<file path="config.mk">
export PLATFORM = sky130hd
export DESIGN_NAME = pwm_channel
export DESIGN_NICKNAME = d
export VERILOG_FILES = /design/src/rtl/pwm_chan_pkg.sv /design/src/rtl/pwm_regs.sv /design/src/rtl/pwm_counter.sv /design/src/rtl/pwm_wave.sv /design/src/rtl/pwm_channel.sv
export SDC_FILE = /design/constraint.sdc
export NUM_CORES = 1
export LEC_CHECK = 0
export ABC_CLOCK_PERIOD_IN_PS = 7000
export CELL_PAD_IN_SITES_DETAIL_PLACEMENT = 0
export CELL_PAD_IN_SITES_GLOBAL_PLACEMENT = 1
export CORE_UTILIZATION = 51
export DETAILED_ROUTE_END_ITERATION = 10
export GPL_TIMING_DRIVEN = 0
export PLACE_DENSITY = 0.93
export SLEW_MARGIN = 20
export SYNTH_ARGS = -nofsm -noshare
export SYNTH_HDL_FRONTEND = slang
export SYNTH_SLANG_ARGS = --single-unit
</file>
<file path="constraint.sdc">
create_clock -name clk -period 7 [get_ports clk]
set_input_delay 2.1 -clock clk [delete_from_list [all_inputs] [get_ports clk]]
set_output_delay 2.1 -clock clk [all_outputs]
set_load 0.01 [all_outputs]
</file>
<file path="src/rtl/pwm_chan_pkg.sv">
package pwm_chan_pkg;

  typedef enum logic [1:0] {
    SEL_CTRL = 2'd0,
    SEL_PER  = 2'd1,
    SEL_DUTY = 2'd2,
    SEL_CNT  = 2'd3
  } reg_sel_e;

  typedef struct packed {
    logic pol;
    logic center;
    logic en;
  } ctrl_t;

  localparam int CTRL_EN_BIT     = 0;
  localparam int CTRL_CENTER_BIT = 1;
  localparam int CTRL_POL_BIT    = 2;

endpackage

</file>
<file path="src/rtl/pwm_regs.sv">
module pwm_regs
  import pwm_chan_pkg::*;
#(
  parameter int W = 8
) (
  input  logic         clk,
  input  logic         rst_n,
  input  logic         wr_ctrl,
  input  logic         wr_per,
  input  logic         wr_duty,
  input  logic [W-1:0] wdata,
  input  logic         period_end,
  input  logic         restart,
  output ctrl_t        ctrl,
  output logic [W-1:0] per_sh,
  output logic [W-1:0] duty_sh,
  output logic [W-1:0] per_act,
  output logic [W-1:0] duty_act
);

  logic load_now;
  assign load_now = !ctrl.en || period_end || restart;

  always_ff @(posedge clk or negedge rst_n) begin
    if (!rst_n) begin
      ctrl <= '0;
    end else if (wr_ctrl) begin
      ctrl.en     <= wdata[CTRL_EN_BIT];
      ctrl.center <= wdata[CTRL_CENTER_BIT];
      ctrl.pol    <= wdata[CTRL_POL_BIT];
    end
  end

  // Shadow copies: always written
  always_ff @(posedge clk or negedge rst_n) begin
    if (!rst_n) begin
      per_sh  <= '0;
      duty_sh <= '0;
    end else begin
      if (wr_per)  per_sh  <= wdata;
      if (wr_duty) duty_sh <= wdata;
    end
  end

  // Active copies: direct write while disabled, otherwise load points only
  always_ff @(posedge clk or negedge rst_n) begin
    if (!rst_n) begin
      per_act  <= '0;
      duty_act <= '0;
    end else begin
      if (wr_per && !ctrl.en)     per_act <= wdata;
      else if (load_now)          per_act <= per_sh;
      if (wr_duty && !ctrl.en)    duty_act <= wdata;
      else if (load_now)          duty_act <= duty_sh;
    end
  end

  // active values hold between load points while running
  assert_active_hold_R4 : assert property (@(posedge clk) disable iff (!rst_n)
    (ctrl.en && $past(ctrl.en) && !$past(period_end) && !$past(restart))
      |-> ($stable(per_act) && $stable(duty_act)));

  // a disabled channel leaves active equal to shadow one cycle later
  assert_disabled_copy_R6 : assert property (@(posedge clk) disable iff (!rst_n)
    !ctrl.en |=> (per_act == per_sh && duty_act == duty_sh));

endmodule

</file>
<file path="src/rtl/pwm_counter.sv">
module pwm_counter #(
  parameter int W = 8
) (
  input  logic         clk,
  input  logic         rst_n,
  input  logic         en,
  input  logic         center,
  input  logic         tick,
  input  logic         restart,
  input  logic [W-1:0] per_act,
  output logic [W-1:0] cnt,
  output logic         up,
  output logic         period_end
);

  localparam logic [W-1:0] ZERO = '0;
  localparam logic [W-1:0] ONE  = W'(1);

  logic [W-1:0] nxt_cnt;
  logic         nxt_up;
  logic         wrap;
  logic [W-1:0] dec;

  assign dec = cnt - ONE;

  always_comb begin
    nxt_cnt = cnt;
    nxt_up  = up;
    wrap    = 1'b0;
    if (per_act == ZERO) begin
      nxt_cnt = ZERO;
      nxt_up  = 1'b1;
      wrap    = 1'b1;
    end else if (!center) begin
      nxt_up = 1'b1;
      if (cnt >= per_act - ONE) begin
        nxt_cnt = ZERO;
        wrap    = 1'b1;
      end else begin
        nxt_cnt = cnt + ONE;
      end
    end else if (up && cnt < per_act) begin
      nxt_cnt = cnt + ONE;
    end else begin
      nxt_cnt = dec;
      nxt_up  = 1'b0;
      if (dec == ZERO) begin
        nxt_up = 1'b1;
        wrap   = 1'b1;
      end
    end
  end

  assign period_end = en && tick && !restart && wrap;

  always_ff @(posedge clk or negedge rst_n) begin
    if (!rst_n) begin
      cnt <= ZERO;
      up  <= 1'b1;
    end else if (!en || restart) begin
      cnt <= ZERO;
      up  <= 1'b1;
    end else if (tick) begin
      cnt <= nxt_cnt;
      up  <= nxt_up;
    end
  end

  assert_left_range_R1 : assert property (@(posedge clk) disable iff (!rst_n)
    (en && !center && per_act != ZERO) |-> (cnt < per_act));

  assert_center_range_R2 : assert property (@(posedge clk) disable iff (!rst_n)
    (en && center) |-> (cnt <= per_act));

  assert_restart_zero_R5 : assert property (@(posedge clk) disable iff (!rst_n)
    restart |=> (cnt == ZERO));

  assert_idle_zero_R11 : assert property (@(posedge clk) disable iff (!rst_n)
    !en |=> (cnt == ZERO && up));

endmodule

</file>
<file path="src/rtl/pwm_wave.sv">
module pwm_wave #(
  parameter int W = 8
) (
  input  logic         clk,
  input  logic         rst_n,
  input  logic         en,
  input  logic         center,
  input  logic         pol,
  input  logic         up,
  input  logic [W-1:0] cnt,
  input  logic [W-1:0] per_act,
  input  logic [W-1:0] duty_act,
  output logic         wave
);

  logic first_part;

  always_comb begin
    if (duty_act >= per_act)      first_part = 1'b1;
    else if (center && !up)       first_part = (cnt <= duty_act);
    else                          first_part = (cnt < duty_act);
  end

  assign wave = en ? (first_part ? pol : ~pol) : pol;

  // edge-aligned output moves only at the duty match or the wrap
  assert_edge_points_R3 : assert property (@(posedge clk) disable iff (!rst_n)
    (en && $past(en) && !center && !$past(center) && $stable(pol)
      && wave != $past(wave)) |-> (cnt == '0 || cnt == duty_act));

endmodule

</file>
<file path="src/rtl/pwm_channel.sv">
module pwm_channel
  import pwm_chan_pkg::*;
#(
  parameter int W       = 8,
  parameter bit PRESENT = 1'b1
) (
  input  logic         clk,
  input  logic         rst_n,
  input  logic         tick,
  input  logic         reg_wr,
  input  logic [1:0]   reg_sel,
  input  logic [W-1:0] reg_wdata,
  output logic [W-1:0] reg_rdata,
  output logic         pwm_out
);

  localparam int CTRL_W = $bits(ctrl_t);

  reg_sel_e     sel;
  logic         wr_ok, wr_ctrl, wr_per, wr_duty, wr_cnt;
  logic         mode_chg, restart, period_end, up, wave;
  ctrl_t        ctrl;
  logic [W-1:0] per_sh, duty_sh, per_act, duty_act, cnt;
  logic [W-1:0] rd_mux;

  assign sel     = reg_sel_e'(reg_sel);
  assign wr_ok   = reg_wr && PRESENT;
  assign wr_ctrl = wr_ok && sel == SEL_CTRL;
  assign wr_per  = wr_ok && sel == SEL_PER;
  assign wr_duty = wr_ok && sel == SEL_DUTY;
  assign wr_cnt  = wr_ok && sel == SEL_CNT;

  assign mode_chg = wr_ctrl && ctrl.en && reg_wdata[CTRL_EN_BIT]
                    && (reg_wdata[CTRL_CENTER_BIT] != ctrl.center);
  assign restart  = wr_cnt || mode_chg;

  pwm_regs #(.W(W)) u_regs (
    .clk(clk), .rst_n(rst_n), .wr_ctrl(wr_ctrl), .wr_per(wr_per),
    .wr_duty(wr_duty), .wdata(reg_wdata), .period_end(period_end),
    .restart(restart), .ctrl(ctrl), .per_sh(per_sh), .duty_sh(duty_sh),
    .per_act(per_act), .duty_act(duty_act)
  );

  pwm_counter #(.W(W)) u_cnt (
    .clk(clk), .rst_n(rst_n), .en(ctrl.en), .center(ctrl.center),
    .tick(tick), .restart(restart), .per_act(per_act), .cnt(cnt),
    .up(up), .period_end(period_end)
  );

  pwm_wave #(.W(W)) u_wave (
    .clk(clk), .rst_n(rst_n), .en(ctrl.en), .center(ctrl.center),
    .pol(ctrl.pol), .up(up), .cnt(cnt), .per_act(per_act),
    .duty_act(duty_act), .wave(wave)
  );

  always_comb begin
    unique case (sel)
      SEL_CTRL: rd_mux = {{(W-CTRL_W){1'b0}}, ctrl};
      SEL_PER:  rd_mux = per_sh;
      SEL_DUTY: rd_mux = duty_sh;
      default:  rd_mux = cnt;
    endcase
  end

  generate
    if (PRESENT) begin : g_present
      assign reg_rdata = rd_mux;
      assign pwm_out   = wave;
    end else begin : g_absent
      assign reg_rdata = '0;
      assign pwm_out   = 1'b0;
    end
  endgenerate

endmodule

</file>
==> metrics, run 1 <==
status=finished, final reports clean; flip-flop and latch count after synthesis=44; Total Routing Usage GR=0.271; wire per inst=approximately 20 um; met2 routed WL=between 4000 and 5000 um; clock tree sinks=44; drt first-iter violations=~230; first-pass GRT wire length=around 13,000 um; period utilisation layout=0.876; post-route setup TNS=0 ns; share of the synthesized area in the top cell type=0.324; via/cell ratio=approximately 6.3; ANT nets after route=0; Max IR drop VDD=around 0.16 mV; Ys Warns=0; Die Wd=around 83 um; Max Clock Skew=roughly 0.01 ns; CP Cell Sequence=clkdlybuf4s50_1, buf_2, nor2b_1, clkbuf_1, a22o_1, clkdlybuf4s50_1; Netlist cell types=65; Post-synth top cells=dfrtp_1, ha_1, inv_1; PD cells=roughly 320 nW/um^2; Area Overhead vs Synth=13.5%; Routed WL=about 8600 um; Critical Path RT=approximately 4.9 ns; ys async rst share=1.00; Max Slew Vio Count=0; Synth Flop Type=dfrtp_1; total CTS buffers=5; synth top area cells=dfrtp_1, ha_1, mux2_2, mux2i_1, inv_1; critical path data arrival time=between 4 and 5 ns; Ant. Diodes=0; Starting Density=0.526; Seq/Total Area, Yosys=0.332; worst hold path class=reg -> reg; Core Box Area=approximately 6300 sq um; critical path's most frequent cell=clkdlybuf4s50_1; Final nets=approximately 400; die area=between 6000 and 7000 sq um; cell area after synthesis=3320 sq um; Leak Pwr=1.72 nW; Die Y-Extent=82.7 um; TritonRoute pass-1 iters=5; # DRC=0; I/O Pins=23; layout cells sized above 1=0.162; Final min period=between 6 and 7 ns; Clock Tree Buf Depth=2; pre-CTS setup slack=0.857 ns; EDFF count, synth=0; H-tree depth=2; Worst-Skew Late Latency=roughly 0.32 ns; Crit Path Class=in -> out; cells after synthesis=320; unrepaired setup endpoints after global routing=false; grt ovf=0; CP max stage cell=clkdlybuf4s50_1; initial antenna violation count=0; final setup margin=slightly below 0.9 ns; RePlAce Congestion=between 0.9 and 1; postcts setup bufs=0; fin util=0.597; row cnt=29; DR vias=roughly 2,700; Post-CTS Hold Buffers=0; critical path endpoint category=primary output; Synth Area per Inst=10.4 sq um; Met1 Routed Length=3800 um; Clock Tree Root=clkbuf_8; DR top layer=met4; vias in the first global route=roughly 2,500; Critical Path Source Type=input pin; max-cap violations=0; Post-CTS Resized=0; Slew @ Worst Pin=between 0.8 and 0.9 ns; Hold Vio Cnt, Final=0; IO Port Bufs=22; syn_nets=371; Worst Path Max Fanout=10; count leader, synth=dfrtp_1; Setup-failing EPs final=0; largest net degree at the start of global routing=33; post-synth top area cell=dfrtp_1; Final HPWL DP=roughly 6500 um; Max Clk Rate=163 MHz; Largest stage delay, worst path=0.53 ns; met3 WL=about 460 um; TritonCTS clock tree=done; CTS clk-pin slew, worst paths=around 0.090 ns; Slew HR=0.426
[stage by stage]
step	hold slack [ns]	cells	total power, mW	cell area (sq um)
floorplan	0.480	320	0.803	3320
global placement	0.501	419	0.948	3640
detailed placement	0.507	420	0.983	3650
CTS	0.527	428	1.19	3770
global route	0.548	428	1.28	3770
finish	0.531	428	1.19	3770
[cells in the final DEF, fill, tap and decap left out, types with 2 or more instances in the layout]
master / netlist / layout
dfrtp_1: 43 / 43
ha_1: 37 / 37
inv_1: 25 / 25
mux2_2: 23 / 23
clkdlybuf4s50_1: 0 / 21
mux2i_1: 20 / 20
a21oi_1: 14 / 14
nand2_1: 13 / 13
nor2_1: 11 / 11
nand4_1: 10 / 10
o21ai_0: 9 / 9
xnor2_1: 7 / 7
nand3_1: 6 / 6
and2_1: 6 / 6
buf_2: 4 / 5
a22o_1: 5 / 5
a221o_1: 5 / 5
clkbuf_8: 0 / 5
nor3_1: 4 / 4
nor4_1: 4 / 4
nor2b_1: 4 / 4
and3_1: 4 / 4
a21o_1: 4 / 4
clkbuf_1: 3 / 3
mux4_2: 3 / 3
o211ai_1: 3 / 3
a211oi_1: 3 / 3
o22ai_1: 3 / 3
buf_6: 2 / 2
or4_1: 2 / 2
xor2_1: 2 / 2
nand3b_1: 2 / 2
nand3_2: 2 / 2
a211oi_2: 2 / 2
or3_1: 2 / 2
a2bb2oi_1: 2 / 2
[critical path: cells and delay by family]
| kind | cells | cell delay [ns] |
|---|---|---|
| AO/OA/AOI/OAI | 1 | 0.20 |
| AND/OR/NAND/NOR | 1 | 0.16 |
| buffers and inverters | 4 | 1.56 |
[per-layer routing]
layer  vias to the layer above  track usage
met2                       104        0.442
met3                        12       0.0385
li1                       1265            -
met5                         -            0
met4                         0       0.0879
met1                      1323        0.370
[kinds of logic after synthesis]
group,share of synthesized area
buf+inv,0.0445
flops,0.332
mux,0.159
fa+ha+maj,0.139
compound gates,0.161
simple gates,0.141
xor+xnor,0.0237
[path summary, 6_finish.rpt]
kind,from,endpoint,slack (ns),cells after the start
max in group asynchronous,rst_n,u_regs.duty_act[7],4.83,2
min,u_regs.per_act[7],u_regs.per_act[7],0.53,1
min reg2reg,u_regs.per_act[7],u_regs.per_act[7],0.53,1
max,reg_sel[1],reg_rdata[3],0.87,6
max reg2reg,u_regs.per_act[3],u_regs.per_act[3],3.81,10
min in group asynchronous,rst_n,u_cnt.cnt[5],1.67,1
[area by class of cell]
class / count / area, sq um
Buffer: 9 / 53.8
Clock buffer: 5 / 68.8
Clock inverter: 3 / 46.3
Fill cell: 571 / 2550
Inverter: 25 / 93.8
Multi-Input combinational cell: 242 / 2070
Sequential cell: 44 / 1100
Tap cell: 77 / 96.3
Timing Repair Buffer: 23 / 235
[power by group]
part	total, mW	internal (mW)	switching [mW]
Sequential	0.402	0.324	0.0779
Combinational	0.585	0.271	0.314
Clock	0.207	0.108	0.0990
Total	1.19	0.702	0.491
[state kept, by name, indices dropped and copies added (netlist names)]
name / cells
u_regs.ctrl: 3
u_regs.per_act: 8
u_regs.duty_sh: 8
u_regs.duty_act: 8
u_regs.per_sh: 8
u_cnt.up: 1
u_cnt.cnt: 8
(Power assumes the default switching activity.)
==> inputs of run 2 (changes only) <==
- CORE_UTILIZATION: 51 -> 53
- CTS_BUF_LIST: default -> sky130_fd_sc_hd__clkbuf_4
- PLACE_DENSITY: 0.93 -> 0.95
==> run 2 against run 1 <==
Compared with the run above:
- clock-buffer cell count is the same
- critical path depth is the same
- register-to-register slack lost 0.14 ns
- final area shrank 1.8%
- total power shrank 8.1%
- largest power group unchanged
==> metrics, run 2 (synthesis gave the netlist of run 1 again) <==
layout cells sized above 1=0.160; IO Port Bufs=22; initial antenna violation count=0; Layout Cell Area excl Fill=between 3000 and 4000 sq um; worst hold path class=reg -> reg; Starting Density=0.554; Final nets=about 400; CP Cell Sequence=clkdlybuf4s50_1, buf_2, nor2b_1, clkbuf_1, a22o_1, clkdlybuf4s50_1; Max Slew Vio Count=0; TritonRoute pass-1 iters=5; Final HPWL DP=~6300 um; most frequent cells in the layout=dfrtp_1, ha_1, inv_1, mux2_2, clkdlybuf4s50_1; Worst-Skew Late Latency=roughly 0.37 ns; Setup-failing EPs final=0; Max Clk Rate=about 160 MHz; Post-CTS Hold Buffers=0; Crit Path Class=in -> out; vias in the first global route=~2,600; wire per inst=just under 20 um; PD cells=296 nW/um^2; Ant. Diodes=0; Post-DP Area=roughly 3600 sq um; Post-CTS Resized=0; period utilisation layout=0.880; Worst Path Max Fanout=10; Total Routing Usage GR=0.280; Core Box Area=5990 sq um; # DRC=0; Hold Vio Cnt, Final=0; top cell family by delay on the critical path=buffers and inverters; die area=around 6600 sq um; ANT nets after route=0; WP buf/inv=4; Multi-input gate area=~2100 sq um; Slew HR=0.493; first-pass GRT wire length=13,500 um; Routed WL=slightly above 8000 um; TritonCTS clock tree=done; critical path data arrival time=approximately 4 ns; R2R Setup Slk=3.67 ns; Fillers=around 500; status=finished, final reports clean; Critical Path Source Type=input pin; RePlAce Congestion=just under 0.9; leading cell type in the layout, fill and taps excluded=dfrtp_1; Die Y-Extent=a little over 80 um; post-placement cell count=approximately 420; row cnt=28; largest net degree at the start of global routing=30; DR vias=approximately 2,700; Final Power=roughly 1.1 mW; Area Overhead vs Synth=11.4%; clock tree sinks=44; CTS clk-pin slew, worst paths=between 0.1 and 0.15 ns; Critical Path RT=between 4 and 5 ns; Reg area=roughly 1100 sq um; Leak Pwr=about 1.7 nW; max-cap violations=0; post-route setup TNS=0 ns; Max IR drop VDD=0.155 mV; critical path endpoint category=primary output; Largest stage delay, worst path=around 0.54 ns; H-tree depth=2; postcts setup bufs=0; total CTS buffers=5; Slew @ Worst Pin=~0.76 ns; grt ovf=0; Die Wd=81.1 um; unrepaired setup endpoints after global routing=false; Post-Layout Cell Count=around 430; drt first-iter violations=between 200 and 250; via/cell ratio=~6.3; CP max stage cell=clkdlybuf4s50_1; Max Clock Skew=approximately 0.012 ns; Clock Tree Root=clkbuf_4; Clock Tree Buf Depth=2; Final min period=just over 6 ns; critical path's most frequent cell=clkdlybuf4s50_1; I/O Pins=23
==> run 2: cell count changes in the layout (fill, tap and decap cells not counted) <==
cell and change:
bufinv_16 -1, clkbuf_4 +5, clkbuf_8 -5, clkinv_2 +1
inv_6 -1
==> run 2: final timing paths <==
check,startpoint,endpoint,cells after the start
min in group asynchronous,rst_n,u_regs.duty_sh[5],1
hold / removal,u_regs.per_act[7],u_regs.per_act[7],1
setup reg to reg,u_regs.per_act[3],u_regs.per_act[4],10
hold reg to reg,u_regs.per_act[7],u_regs.per_act[7],1
max in group asynchronous,rst_n,u_cnt.up,2
setup / recovery,reg_sel[1],reg_rdata[6],6
==> run 2: report_power, final <==
part	internal, mW	switching (mW)	leakage (nW)
Clock	0.0367	0.0833	0.0271
Sequential	0.323	0.0771	0.537
Combinational	0.271	0.305	1.13
Total	0.631	0.465	1.69
==> run 2: through the flow <==
step / setup slack (ns) / hold WS, ns / utilization
2_1_floorplan: 2.03 / 0.480 / -
3_3_place_gp: 0.867 / 0.503 / 0.607
3_5_place_dp: 0.858 / 0.508 / 0.609
4_1_cts: 0.850 / 0.531 / 0.617
5_1_grt: 0.758 / 0.556 / 0.617
6_report: 0.840 / 0.530 / 0.617
==> run 2: area by class of cell <==
class / instances / share of cell area
multi-input cells: 242 / 0.560
flip-flops and latches: 44 / 0.298
repair buffers: 23 / 0.0636
inverters: 25 / 0.0254
well taps: 75 / 0.0254
plain buffers: 9 / 0.0145
clock buffers: 5 / 0.0101
clock inverters: 2 / 0.00338
==> run 2: per-layer routing <==
layer  up-vias  GRT usage  part of all wire
li1       1270          -                 -
met4         0      0.111             0.025
met3        16     0.0427             0.064
met2       103      0.437              0.46
met5         -          0                 0
met1      1290      0.390              0.45
==> run 2: worst reg2reg max path, delay by kind of cell, from the launching register on <==
kind,cells,cell delay [ns]
flops,1,0.45
compound gates,5,1.13
simple gates,3,1.20
xor+xnor,1,0.16
fa+ha+maj,1,0.29
